**src/rtl/nvstore_seq.sv**
```systemverilog
module nvstore_seq #(
  parameter int AW     = 2,
  parameter int DW     = 8,
  parameter int WR_CYC = 750000
) (
  input  logic          clk,
  input  logic          rst_n,
  input  logic          cs,
  input  logic          prog,
  input  logic          frm_start,
  input  logic          frm_done,
  input  logic [AW-1:0] frm_addr,
  input  logic [DW-1:0] frm_data,
  input  logic          lv_flag,
  output logic          rdy,
  output logic          nv_we,
  output logic [AW-1:0] nv_addr,
  output logic [DW-1:0] nv_wdata,
  output logic          ser_block
);
  localparam int CW = $clog2(WR_CYC + 1);
  localparam logic [CW-1:0] CNT_END = CW'(WR_CYC);

  logic          prog_q, in_frame, armed, held, aged, busy;
  logic [CW-1:0] cnt;

  wire rise     = prog & ~prog_q;
  wire start_ok = cs & frm_start & ~busy & ~held;
  wire done_ok  = cs & frm_done & ~busy & ~held & in_frame;
  wire decide   = held & ~busy & ~aged;
  wire want     = decide & prog & (armed | rise);
  wire accept   = want & ~lv_flag;
  wire finish   = busy & (cnt == CNT_END) & ~prog;

  assign rdy       = ~busy;
  assign ser_block = busy | held;

  always_ff @(posedge clk or negedge rst_n)
    if (!rst_n) prog_q <= 1'b0;
    else        prog_q <= prog;

  always_ff @(posedge clk or negedge rst_n) begin
    if (!rst_n) begin
      in_frame <= 1'b0;
      armed    <= 1'b0;
    end else if (start_ok) begin
      in_frame <= 1'b1;
      armed    <= 1'b0;
    end else if (decide) begin
      in_frame <= 1'b0;
      armed    <= 1'b0;
    end else begin
      if (!cs && !held) in_frame <= 1'b0;
      if (rise && in_frame) armed <= 1'b1;
    end
  end

  always_ff @(posedge clk or negedge rst_n) begin
    if (!rst_n) begin
      held     <= 1'b0;
      aged     <= 1'b0;
      busy     <= 1'b0;
      cnt      <= '0;
      nv_we    <= 1'b0;
      nv_addr  <= '0;
      nv_wdata <= '0;
    end else begin
      nv_we <= 1'b0;
      if (done_ok) begin
        held     <= 1'b1;
        aged     <= 1'b0;
        nv_addr  <= frm_addr;
        nv_wdata <= frm_data;
      end else if (decide) begin
        if (accept) begin
          busy <= 1'b1;
          cnt  <= '0;
        end else begin
          aged <= 1'b1;
        end
      end else if (held && !busy && aged) begin
        held <= 1'b0;
      end else if (busy) begin
        if (cnt != CNT_END) cnt <= cnt + 1'b1;
        else if (finish) begin
          busy  <= 1'b0;
          held  <= 1'b0;
          nv_we <= 1'b1;
        end
      end
    end
  end
endmodule

```
**config.mk**
```make
export PLATFORM = sky130hd
export DESIGN_NAME = nvstore_seq
export DESIGN_NICKNAME = d
export VERILOG_FILES = /design/src/rtl/nvstore_seq.sv
export SDC_FILE = /design/constraint.sdc
export NUM_CORES = 1
export LEC_CHECK = 0
export BUFFER_PORTS_ARGS = -buffer_cell sky130_fd_sc_hd__buf_2
export CAP_MARGIN = 20
export CORE_MARGIN = 2
export CORE_UTILIZATION = 45
export DETAILED_ROUTE_END_ITERATION = 10
export GPL_TIMING_DRIVEN = 0
export PLACE_DENSITY = 0.69
export SYNTH_ARGS = -nofsm -noshare
export SYNTH_HDL_FRONTEND = slang
export SYNTH_SLANG_ARGS = --single-unit
export TNS_END_PERCENT = 5
```
**constraint.sdc**
```tcl
create_clock -name clk -period 1.65 [get_ports clk]
set_input_delay 0.33 -clock clk [delete_from_list [all_inputs] [get_ports clk]]
set_output_delay 0.33 -clock clk [all_outputs]
set_load 0.05 [all_outputs]
```
==> impl_results.md, run 1 <==
* Outcome: finished with violations
* CP Capture Type: flip-flop
* Routed vias at around 1,400
* Share of layout cells above drive strength 1 at about 35%
* Total grt overflow at 0
* Core Area at about 3700 um^2
* Root Driver: clkbuf_8
* IO Count at 30
* # hold bufs at CTS at 0
* Final setup fails at 2
* Worst Setup Path Type: flip-flop to flip-flop
* Met1 Routed Length at ~1500 um
* Syn_nets at about 180
* Failing checks: setup timing
* Largest net degree at the start of global routing at 38
* Clk pin slew, worst setup/hold paths at ~0.07 ns
* Synthesized area at roughly 1700 um^2
* HPWL Detailed at between 2000 and 2500 um
* Total Power at 3588 uW
* Die area at about 4400 um^2
* Register bit count reported by yosys at 37
* Final Hold Fails at 0
* Fin cells at between 200 and 300
* Metal3 WL at roughly 180 um
* Setup TNS at -0.07420 ns
* FP Rows at 22
* Leak pwr at 0.0009884 uW
* Initial core utilization at 46.98%
* EDFF count, synth at 0
* # Max-Cap Violations at 0
* Ant diodes at 0
* Power Dens Cells at roughly 1700 nW/um^2
* WL/cell at between 10 and 15 um
* Area growth, synth to finish at 25.13%
* Mean Syn Cell Area at 10.63 um^2
* Commonest non-fill, non-tap cells in the layout: 35 x dfrtp_1, 31 x buf_2, 16 x nor2_1
* Clk_lat worst skew at ~0.29 ns
* First drt pass iteration count at 4
* Die Width at between 60 and 70 um
* All-Layer GR Usage at 18.10%
* Worst Hold Class: primary input to asynchronous set/reset pin
* Hold slack final at about 0.11 ns
* Maximum fanout along the worst path at 4
* Most common cell after layout, fill and taps aside: dfrtp_1
* Fmax at slightly below 600 MHz
* Placement Setup Slack at -0.2011 ns
* Worst clock skew at roughly 0.0054 ns
* Critical path data required time at around 1.8 ns
* Distinct cells, synth at 40
* Period utilisation layout at 102.5%
* Post-synthesis cell count at between 150 and 200
* Worst slew margin at between 40 and 50%
* Inst Count DP at 240
* Main synth FF type: dfrtp_1
* Ys Warns at 0
* Die H at 66.06 um
* Highest metal used: met4
* Residual DRC at 0
* Number of port buffers at 29
* Final net count at between 200 and 250
* Tmin final at 1.691 ns
* Htree depth at 2
* Critical Path AT at 1.86 ns
* Routed WL at about 3500 um
* Startpoint Class: flip-flop
* Slew Viols, Final at 0
* Vias in the first global route at around 1,400
* CTS tree: built
* Clock sinks at 37
* Number of buffers created by CTS at 5
* Vias/cell at about 5.5
* Worst slew pin tran at approximately 0.78 ns
* Final worst slack at -0.04132 ns
* Seq/Total Area, Yosys at ~53%
* Ys async rst share at 100.0%
* WL met2 at 1679 um
* Clk buf depth at 2
* Routability cong. at between 0.8 and 0.9
* VDD IR-drop max at 991.9 uV
* Antenna-violating nets left at 0
* 1st-iter DRT viols at 91
* First-pass GRT wire length at between 5000 and 6000 um
* RSZ-0062 raised after global routing: true
* Antenna violations before repair at 0
-- metrics by stage --
stage	instance area (um^2)	utilization (%)
after floorplan	1737	-
after detailed placement	1942	52.65
after global routing	2168	58.79
final	2168	58.79
after global placement	1942	52.65
after CTS	2116	57.36
-- cells in the mapped netlist, types with 2 or more instances --
master    count  area share, %
nand3_1       9            2.6
a21oi_1       4            1.2
nand4_1       9            3.2
nor2_1       16            3.5
inv_1        10            2.2
xor2_1       12            6.1
mux2_2       10            6.5
o31ai_1       2           0.87
ha_1          2            1.4
and3_1        4            1.4
dfrtp_1      37             53
clkbuf_1      2           0.43
nor3_1        2           0.58
or3_1         2           0.72
nand2_1      10            2.2
o21ai_0       8            2.3
-- path summary, 6_finish.rpt --
check                       startpoint           to  slack (ns)  depth (start not counted)
hold / removal                   rst_n      cnt[16]        0.11                          1
max in group asynchronous        rst_n       cnt[4]        1.00                          1
hold reg to reg            nv_wdata[0]  nv_wdata[0]        0.51                          1
min in group clk                  prog       prog_q        0.22                          1
setup / recovery                cnt[1]         held       -0.04                          7
setup reg to reg                cnt[1]         held       -0.04                          7
-- cells by family (layout without fill, tap and decap cells) --
kind of cell               count (synthesis)  after routing  share of synthesized area, %
AOI/OAI and AO/OA                         22             22                         8.015
xor gates and xnor gates                  13             13                         6.570
adders and majority gates                  2              2                         1.444
buffers and inverters                     15             58                         3.754
DFF                                       37             37                         53.43
muxes                                     11             11                         7.076
and+or+nand+nor                           63             63                         19.71
-- state kept, by name (all words and copies together) (netlist names) --
register	cells
nv_addr	2
in_frame	1
held	1
prog_q	1
nv_we	1
aged	1
busy	1
cnt	20
armed	1
nv_wdata	8
-- power by group --
part	internal (uW)	switching (uW)
Clock	491	324
Combinational	461	787
Sequential	1220	310
-- layout make-up --
cell class                 count  area [um^2]
buffer                         4        26.28
multi-input combinational    111        798.3
tap                           48        60.06
inverter                      11        45.04
sequential                    37        928.4
clock inverter                 2        37.54
clock buffer                   6        82.58
fill                         330         1520
timing repair buffer          35        190.2
-- critical path, stage by stage (launching register included) --
cell	delay, ns
dfrtp_1	0.41
inv_1	0.07
ha_2	0.18
nor4bb_4	0.22
nand3_2	0.14
or2_4	0.28
nor3_4	0.20
o21ai_1	0.08
-- metal layers --
| metal | up-vias | GRT usage [%] |
|---|---|---|
| li1 | 659 | - |
| met1 | 681 | 22.05 |
| met2 | 39 | 29.42 |
| met3 | 9 | 4.089 |
| met4 | 0 | 10.46 |
| met5 | - | 0 |
-- what timing repair did --
item	in CTS	in global routing
setup endpoints to repair	17	16
pin swaps	5	4
gates resized for setup	8	10
setup buffers	4	2
(Power assumes the default switching activity.)
==> run 2, diff against run 1 <==
ABC_AREA = 1   (was default)
PLACE_DENSITY = 0.67   (was 0.69)
==> run 2 against run 1 <==
Net effect: the run now ends clean; utilization is 2.4 points lower; non-clock buffer count rose by 4; synthesized cell count is 80% higher; sequential share of layout area is 7.7 points lower; wire length increased by 39%; clock skew fell by 0.0010 ns; hold slack improved by 0.013 ns; clock power is 4.7% lower; register-to-register slack gained 0.07 ns; global-route usage grew 0.59 points; largest power group unchanged.
==> impl_results.md, run 2 <==
* Root Driver: clkbuf_8
* First drt pass iteration count at 5
* Syn_nets at roughly 310
* HPWL Detailed at around 3300 um
* Vias/cell at around 4.9
* Fmax at between 600 and 700 MHz
* Share of layout cells above drive strength 1 at between 20% and 30%
* Worst r2r src: cnt[0]
* Number of buffers created by CTS at 5
* RSZ-0062 raised after global routing: true
* Top post-synthesis cells by count: 107 x nand2_1, 37 x dfrtp_1, 33 x nor2_1, 23 x nand3_1, 22 x inv_1
* Ant diodes at 0
* Core Area at 4692 um^2
* CP Capture Type: flip-flop
* EDFF count, synth at 0
* Top reg by flops: cnt
* # Max-Cap Violations at 0
* Final net count at about 360
* All-Layer GR Usage at a little under a fifth
* Initial core utilization at between 40% and 50%
* RR Endpoint: cnt[18]
* Worst Path Buf+Inv at 2
* Largest area contributor in the netlist: dfrtp_1
* Power Dens Cells at around 1100 nW/um^2
* Main synth FF type: dfrtp_1
* Top-count cell post-synth: nand2_1
* Ys Warns at 0
* Die Width at around 74 um
* Ys async rst share at 100.0%
* VDD IR-drop max at approximately 600 uV
* Die area at roughly 5400 um^2
* Routed vias at between 1,500 and 2,000
* Antenna-violating nets left at 0
* Reg2Reg Setup Slack at roughly 0.031 ns
* Fin area at approximately 2600 um^2
* Area growth, synth to finish at 21.44%
* Synthesized area at 2177 um^2
* Reg area at about 930 um^2
* Commonest non-fill, non-tap cells in the layout: 99 x nand2_1, 35 x dfrtp_1, 33 x nor2_1
* Hold slack final at around 0.13 ns
* Inst Count DP at about 380
* Worst Reg-to-Reg Cells at 10
* Maximum fanout along the worst path at 6
* Period utilisation layout at 98.14%
* Htree depth at 2
* Fill count at between 400 and 500
* Multi-input logic area at around 1200 um^2
* Seq/Total Area, Yosys at 42.53%
* # hold bufs at CTS at 0
* IO Count at 30
* Worst slew pin tran at just over 0.8 ns
* Crit-path max cell delay at 0.44 ns
* Tmin final at between 1.5 and 2 ns
* Antenna violations before repair at 0
* Placed cell area at 2390 um^2
* Die H at 73.56 um
* Routed WL at slightly below 5000 um
* Startpoint Class: flip-flop
* Clk pin slew, worst setup/hold paths at 0.07 ns
* Crit-path most repeated cell: nand3_2
* Biggest regs: cnt x20, nv_wdata x8, nv_addr x2
* Number of port buffers at 29
* Worst Setup Path Type: flip-flop to flip-flop
* Worst slew margin at between 40% and 50%
* Fin cells at 391
* Clock sinks at 37
* Final setup fails at 0
* FP Rows at 25
* Slew Viols, Final at 0
* Critical Path AT at around 1.8 ns
* Worst Hold Class: primary input to asynchronous set/reset pin
* Clk buf depth at 2
* CTS tree: built
* Mean Syn Cell Area at 7.430 um^2
* Clk_lat worst skew at around 0.30 ns
* Final Hold Fails at 0
* First-pass GRT wire length at just under 8000 um
* Register bit count reported by yosys at 37
* Residual DRC at 0
* Vias in the first global route at approximately 1,700
* 1st-iter DRT viols at between 150 and 200
* Ranking of synthesized cells by area: dfrtp_1 43%, nand2_1 18%, nor2_1 5.7%, nand3_1 5.3%, xor2_1 4.8%
* Total grt overflow at 0
* Top-area cell type share of the netlist area at a little over two fifths
* Routability cong. at approximately 0.90
* Worst clock skew at 0.004369 ns
* Setup crit start: cnt[0]
* Distinct cells, synth at 28
* WL/cell at 12.35 um
* Largest net degree at the start of global routing at 38
* Critical path data required time at ~1.8 ns
* Largest register FFs at 20
* Most common cell after layout, fill and taps aside: nand2_1
* Outcome: finished, final reports clean
* CP max-delay cell: dfrtp_2
* Leak pwr at about 0.0013 uW
* Critical path's top delay family: simple AND/OR/NAND/NOR gates
* Critical-path cell list: inv_2, ha_4, nand2_2, nor3_2, nand3_2, nand2_4, nand2_8, clkbuf_16, nand3_2, nand2_1
* Post-synthesis cell count at slightly below 300
==> run 2: cell count changes after synthesis, moves of 4 or more <==
cell,delta
and3_1,-4
inv_1,+12
mux2_2,-10
nand2_1,+97
nand2_2,+4
nand3_1,+14
nand3_2,+4
nand4_1,-7
nor2_1,+17
o21ai_2,+4
==> run 2: how the worst max path moves through the flow <==
stage	cells after the start	endpoint	slack, ns
floorplan	9	cnt[16]	0.08
global placement	10	cnt[18]	-0.06
detailed placement	10	cnt[12]	-0.09
CTS	10	cnt[12]	0.009
global route	10	cnt[14]	-0.08
finish	10	cnt[18]	0.03
==> run 2: layer usage <==
metal,routed length [um],GRT usage [%],part of all wire (%)
met3,200,3.704,4.1
met2,2177,27.18,45
met1,2361,27.70,49
met5,0,0,0
met4,90,6.061,1.9
==> run 2: kinds of logic (layout without fill, tap and decap cells) <==
logic type / Yosys count / in the layout / synth area share, %
AO/OA/AOI/OAI: 19 / 19 / 5.747
XOR/XNOR: 12 / 12 / 4.828
adder cells (fa/ha/maj): 2 / 2 / 1.149
buffers and inverters: 34 / 77 / 7.240
flip-flops: 37 / 37 / 42.53
AND/OR/NAND/NOR: 189 / 190 / 38.51
==> run 2: area by class of cell <==
| class | count | area share [%] |
|---|---|---|
| multi-input combinational | 223 | 44.16 |
| sequential | 37 | 35.12 |
| timing repair buffer | 36 | 8.140 |
| inverter | 27 | 3.833 |
| clock buffer | 5 | 2.603 |
| tap | 54 | 2.556 |
| buffer | 7 | 2.272 |
| clock inverter | 2 | 1.325 |
==> run 2: worst register-to-register path: stages, from the launching register on <==
cell and delay, ns:
dfrtp_2 0.44, inv_2 0.08, ha_4 0.13, nand2_2 0.05
nor3_2 0.17, nand3_2 0.17, nand2_4 0.14, nand2_8 0.07
clkbuf_16 0.17, nand3_2 0.05, nand2_1 0.05
==> run 2: timing repair <==
item,CTS,global route
buffers inserted,3,3
gates cloned,0,2
setup endpoints to repair,15,20
pin swaps,1,9
resized for setup,1,22
==> run 2: metrics by stage <==
| stage | total power [uW] | TNS, ns | util (%) | setup slack, ns |
|---|---|---|---|---|
| after floorplan | 1762 | 0 | - | 0.08392 |
| after global placement | 1954 | -0.5670 | 50.93 | -0.06409 |
| after detailed placement | 1964 | -0.8150 | 50.93 | -0.08762 |
| after CTS | 2744 | 0 | 53.65 | 0.009314 |
| after global routing | 2965 | -0.9813 | 56.35 | -0.07678 |
| final | 2818 | 0 | 56.35 | 0.03068 |
==> run 2: where the power goes <==
group / total, uW / switching, uW / internal, uW
clock network: 778 / 338 / 439
registers: 1180 / 130 / 1050
logic: 857 / 584 / 273
